--- config.mk ---
export PLATFORM = sky130hd
export DESIGN_NAME = can_id_filter
export DESIGN_NICKNAME = d
export VERILOG_FILES = /design/src/rtl/can_flt_pkg.sv /design/src/rtl/can_flt_regs.sv /design/src/rtl/can_flt_match.sv /design/src/rtl/can_flt_tally.sv /design/src/rtl/can_id_filter.sv
export SDC_FILE = /design/constraint.sdc
export NUM_CORES = 1
export LEC_CHECK = 0
export BUFFER_PORTS_ARGS = -buffer_cell sky130_fd_sc_hd__buf_4
export CORE_MARGIN = 5
export CORE_UTILIZATION = 40
export CTS_BUF_LIST = sky130_fd_sc_hd__clkbuf_4
export DETAILED_ROUTE_END_ITERATION = 16
export GPL_ROUTABILITY_DRIVEN = 0
export SLEW_MARGIN = 20
export SYNTH_ARGS = -nofsm -noshare
export SYNTH_HDL_FRONTEND = slang
export SYNTH_SLANG_ARGS = --single-unit
--- constraint.sdc ---
create_clock -name clk -period 3.8 [get_ports clk]
set_clock_uncertainty 0.15 [all_clocks]
set_input_delay 1.14 -clock clk [delete_from_list [all_inputs] [get_ports clk]]
set_output_delay 1.14 -clock clk [all_outputs]
set_load 0.03 [all_outputs]
--- src/rtl/can_flt_pkg.sv ---
package can_flt_pkg;
    typedef enum logic {
        SEL_CODE = 1'b0,
        SEL_MASK = 1'b1
    } flt_sel_e;
endpackage

--- src/rtl/can_flt_regs.sv ---
module can_flt_regs
    import can_flt_pkg::*;
#(
    parameter int FLT_W = 8
) (
    input  logic             clk,
    input  logic             rst_n,
    input  logic             wr_en,
    input  logic             wr_sel,
    input  logic [FLT_W-1:0] wr_data,
    output logic [FLT_W-1:0] code,
    output logic [FLT_W-1:0] mask
);
    typedef struct packed {
        logic [FLT_W-1:0] code;
        logic [FLT_W-1:0] mask;
    } regs_t;

    regs_t st_d, st_q;

    always_comb begin
        st_d = st_q;
        if (wr_en) begin
            if (flt_sel_e'(wr_sel) == SEL_MASK) st_d.mask = wr_data;
            else                                st_d.code = wr_data;
        end
    end

    always_ff @(posedge clk or negedge rst_n) begin
        if (!rst_n) begin
            st_q.code <= '0;
            st_q.mask <= '1;
        end else begin
            st_q <= st_d;
        end
    end

    assign code = st_q.code;
    assign mask = st_q.mask;
endmodule

--- src/rtl/can_flt_match.sv ---
module can_flt_match #(
    parameter int FLT_W = 8
) (
    input  logic [FLT_W-1:0] id_hi,
    input  logic [FLT_W-1:0] code,
    input  logic [FLT_W-1:0] mask,
    output logic             pass
);
    logic [FLT_W-1:0] bit_ok;

    for (genvar k = 0; k < FLT_W; k++) begin : g_bit
        assign bit_ok[k] = (id_hi[k] ~^ code[k]) | mask[k];
    end

    assign pass = &bit_ok;
endmodule

--- src/rtl/can_flt_tally.sv ---
module can_flt_tally #(
    parameter int CNT_W = 16
) (
    input  logic             clk,
    input  logic             rst_n,
    input  logic             frame_vld,
    input  logic             pass,
    output logic [CNT_W-1:0] acc_cnt,
    output logic [CNT_W-1:0] rej_cnt
);
    localparam logic [CNT_W-1:0] CNT_MAX = '1;

    typedef struct packed {
        logic [CNT_W-1:0] acc;
        logic [CNT_W-1:0] rej;
    } tally_t;

    tally_t st_d, st_q;

    always_comb begin
        st_d = st_q;
        if (frame_vld) begin
            if (pass) begin
                if (st_q.acc != CNT_MAX) st_d.acc = st_q.acc + 1'b1;
            end else begin
                if (st_q.rej != CNT_MAX) st_d.rej = st_q.rej + 1'b1;
            end
        end
    end

    always_ff @(posedge clk or negedge rst_n) begin
        if (!rst_n) st_q <= '0;
        else        st_q <= st_d;
    end

    assign acc_cnt = st_q.acc;
    assign rej_cnt = st_q.rej;
endmodule

--- src/rtl/can_id_filter.sv ---
module can_id_filter #(
    parameter int ID_W  = 11,
    parameter int FLT_W = 8,
    parameter int CNT_W = 16
) (
    input  logic             clk,
    input  logic             rst_n,
    input  logic             wr_en,
    input  logic             wr_sel,
    input  logic [FLT_W-1:0] wr_data,
    input  logic             id_valid,
    input  logic [ID_W-1:0]  id,
    output logic             accept,
    output logic             done,
    output logic [CNT_W-1:0] acc_cnt,
    output logic [CNT_W-1:0] rej_cnt
);
    localparam int FLT_LSB = ID_W - FLT_W;

    typedef struct packed {
        logic accept;
        logic done;
    } dec_t;

    logic [FLT_W-1:0] code, mask;
    logic             pass;
    dec_t             dec_d, dec_q;

    can_flt_regs #(.FLT_W(FLT_W)) u_regs (
        .clk     (clk),
        .rst_n   (rst_n),
        .wr_en   (wr_en),
        .wr_sel  (wr_sel),
        .wr_data (wr_data),
        .code    (code),
        .mask    (mask)
    );

    can_flt_match #(.FLT_W(FLT_W)) u_match (
        .id_hi (id[ID_W-1:FLT_LSB]),
        .code  (code),
        .mask  (mask),
        .pass  (pass)
    );

    can_flt_tally #(.CNT_W(CNT_W)) u_tally (
        .clk       (clk),
        .rst_n     (rst_n),
        .frame_vld (id_valid),
        .pass      (pass),
        .acc_cnt   (acc_cnt),
        .rej_cnt   (rej_cnt)
    );

    if (FLT_LSB > 0) begin : g_low
        logic unused_low;
        assign unused_low = ^id[FLT_LSB-1:0];
    end

    always_comb begin
        dec_d      = dec_q;
        dec_d.done = id_valid;
        if (id_valid) dec_d.accept = pass;
    end

    always_ff @(posedge clk or negedge rst_n) begin
        if (!rst_n) dec_q <= '0;
        else        dec_q <= dec_d;
    end

    assign accept = dec_q.accept;
    assign done   = dec_q.done;
endmodule

==> results.py <==
metrics = {
    "run_status": {
        "status": "finished clean",
    },
    "routing": {
        "dr.pass1.iters": 4,
        "drtAntennaViolNets": 0,
        "routed_wl_mm": 4.89,
        "wl_per_cell_um": 14.6,
        "route.detailed.drc": 0,
        "via_count": 1730,
        "routed_via_density": 5.18,
        "drtIter0Drc": 80,
    },
    "yosys": {
        "syn_area_um2": 2480,
        "yosys.area.top_type": "dfrtp_1",
        "synth_top_family_by_area": "simple AND/OR/NAND/NOR gates",
        "synth_warnings": 0,
        "netlist.area_leader.share_pct": 42.4,
        "synth_fp_nets": 230,
        "synth.area.top_cells": "dfrtp_1 (42%), dfstp_2 (8.5%), xnor2_1 (7.8%)",
        "muxShareOfSynthArea_pct": 8.17,
        "syn_inst": 204,
        "synth-xor-area-share_pct": 13.4,
        "ys_ff_latch": 50,
        "ys_types": 30,
        "synth_compound_area_share_pct": 3.38,
        "synth-adder-area-share_pct": 1.01,
        "syn_area_per_cell_um2": 12.2,
        "synthSimpleGateAreaFrac_pct": 20.7,
        "ys_seq_area_share_pct": 50.8,
    },
    "setup_path": {
        "path_max_fanout": 22,
        "cp-start-kind": "input port",
        "critPathCaptureType": "flop",
        "cp.required_ns": 3.89,
        "worstPathArrival_ns": 2.71,
        "crit_type": "in -> reg",
        "r2r_cells": 5,
    },
    "global_routing": {
        "grt_pass1_vias": 1747,
        "grt_max_degree": 51,
        "antenna_found_initial": 0,
        "grt_first_pass_wirelength_mm": 8.08,
        "grt_use_total_pct": 13.0,
        "grt-ovfl-total": 0,
    },
    "cts": {
        "holdBufCountCts": 0,
        "cts_resized": 0,
        "h-tree-depth": 2,
        "clk_latency_ns": 0.36,
        "postCtsSetupRepairBufs": 0,
        "clk_path_buf_depth": 2,
        "cts_tree": "done",
        "numClockSinks": 50,
        "cts_buffers": 5,
        "root_buffer": "clkbuf_4",
        "clkTransAtPathRegs_ns": 0.13,
    },
    "die": {
        "core_area_um2": 5990,
        "die_w_um": 88.8,
        "die_y_um": 88.8,
        "start_util_pct": 41.4,
        "dieArea_um2": 7880,
        "rows": 28,
        "pin_count": 58,
    },
    "worst_hold_path": {
        "hp-class": "reg -> reg",
        "holdPathStages": 1,
    },
    "sta": {
        "rsz0062_at_grt": "no",
        "slew_headroom_pct": 45.5,
        "worst_slew_pin_slew_ns": 0.815,
        "slew_violations": 0,
        "finalCriticalPeriod_ns": 2.62,
        "fmax_mhz": 381,
        "hold_violations": 0,
        "finalCritPeriodShare_pct": 69.0,
        "fin_tns_setup_ns": 0,
        "setup_violations": 0,
    },
    "cells_and_area": {
        "layout.area.seq_um2": 1260,
        "area_growth_pct": 21.6,
        "nNetsFinal": 284,
        "multi_input_area_um2": 1160,
        "drive_gt1_share_pct": 39.4,
        "num_antenna_cells": 0,
        "num-fill-cells": 567,
    },
    "power": {
        "ir_drop_v": 0.000211,
        "cellLeakagePower_nw": 1.41,
        "power_mw": 1.43,
        "p_per_area_nw_per_um2": 473,
    },
    "placement": {
        "io_buffer_count": 54,
        "hpwl_mm": 3.50,
    },
    "run": {
        "drv_cap": 0,
    },
}
==> cell usage in the layout, fill, tap and decap left out, types with 5 or more instances in the layout <==
cell,synthesis,layout
buf_4,0,55
dfrtp_1,42,42
xnor2_1,22,22
mux2_2,17,17
nand4_1,16,16
xor2_1,16,16
nand3_1,13,13
nor2_1,10,10
and3_1,8,8
dfstp_2,8,8
nand2_1,7,7
nor3_2,6,6
clkbuf_4,0,6
nor3_1,5,5
==> cell type report <==
| cell class | count | share of cell area (%) |
|---|---|---|
| clock buffer | 6 | 1.49 |
| inverter | 3 | 0.373 |
| multi-input combinational | 143 | 38.4 |
| clock inverter | 2 | 1.12 |
| timing repair buffer | 55 | 13.7 |
| tap | 75 | 3.11 |
| sequential | 50 | 41.8 |
==> cells in the mapped netlist <==
cell and number:
or2_1 1, o41ai_4 1, mux2_1 1, inv_1 3, nand2_1 7, and4_1 2
and3_1 8, o21ai_0 1, nor3_1 5, buf_6 2, nor2b_1 1, o22ai_1 4
o311ai_4 1, nor2_4 1, xor2_1 16, nand4_1 16, nand4_4 2, nand3_1 13
or2_4 1, buf_2 4, nor3_2 6, dfrtp_1 42, ha_1 2, clkbuf_1 2
nor4_2 3, and4b_1 2, nor2_1 10, dfstp_2 8, mux2_2 17, xnor2_1 22
==> metal layers <==
layer	GRT usage, %	up-vias	wire length [µm]
li1	-	838	-
met1	17.6	844	2360
met2	20.4	42	2190
met3	3.35	6	283
met4	4.53	0	68
met5	0	-	0
==> state kept, by name, indices dropped and copies added, names as in the netlist <==
name and flops:
accept 1, done 1, u_regs.code 8, u_regs.mask 8, u_tally.acc_cnt 16, u_tally.rej_cnt 16
==> power by group <==
part	switching [mW]	internal, mW
logic	0.229	0.179
clock network	0.164	0.144
registers	0.0897	0.620
==> metrics by stage <==
stage	util, %	std cells	hold slack (ns)	setup WS [ns]	instance area (µm²)
2_1_floorplan	-	204	0.352	1.39	2480
3_3_place_gp	49.0	326	0.335	0.801	2940
3_5_place_dp	49.0	326	0.335	0.777	2940
4_1_cts	50.4	334	0.358	1.18	3020
5_1_grt	50.4	334	0.377	1.09	3020
6_report	50.4	334	0.351	1.18	3020
==> critical path, cell delays in order <==
cell     delay (ns)
buf_4          0.11
xnor2_1        0.13
o22ai_1        0.10
nor2_1         0.17
nand2_1        0.25
buf_4          0.31
nand3_1        0.15
mux2_2         0.35
==> cell families after synthesis <==
kind of cell	count (synthesis)
buffers and inverters	11
adders and majority gates	2
AOI/OAI and AO/OA	7
DFF	50
and+or+nand+nor	78
xor gates and xnor gates	38
muxes	18
==> final timing paths <==
check / startpoint / endpoint / slack, ns
max: id[5] / u_tally.rej_cnt[1] / 1.18
min: u_tally.rej_cnt[15] / u_tally.rej_cnt[15] / 0.35
max reg2reg: u_tally.acc_cnt[0] / u_tally.acc_cnt[1] / 1.27
min reg2reg: u_tally.rej_cnt[15] / u_tally.rej_cnt[15] / 0.35
max in group asynchronous: rst_n / u_tally.rej_cnt[15] / 2.43
min in group asynchronous: rst_n / u_tally.acc_cnt[7] / 0.64
(Power assumes the default switching activity.)
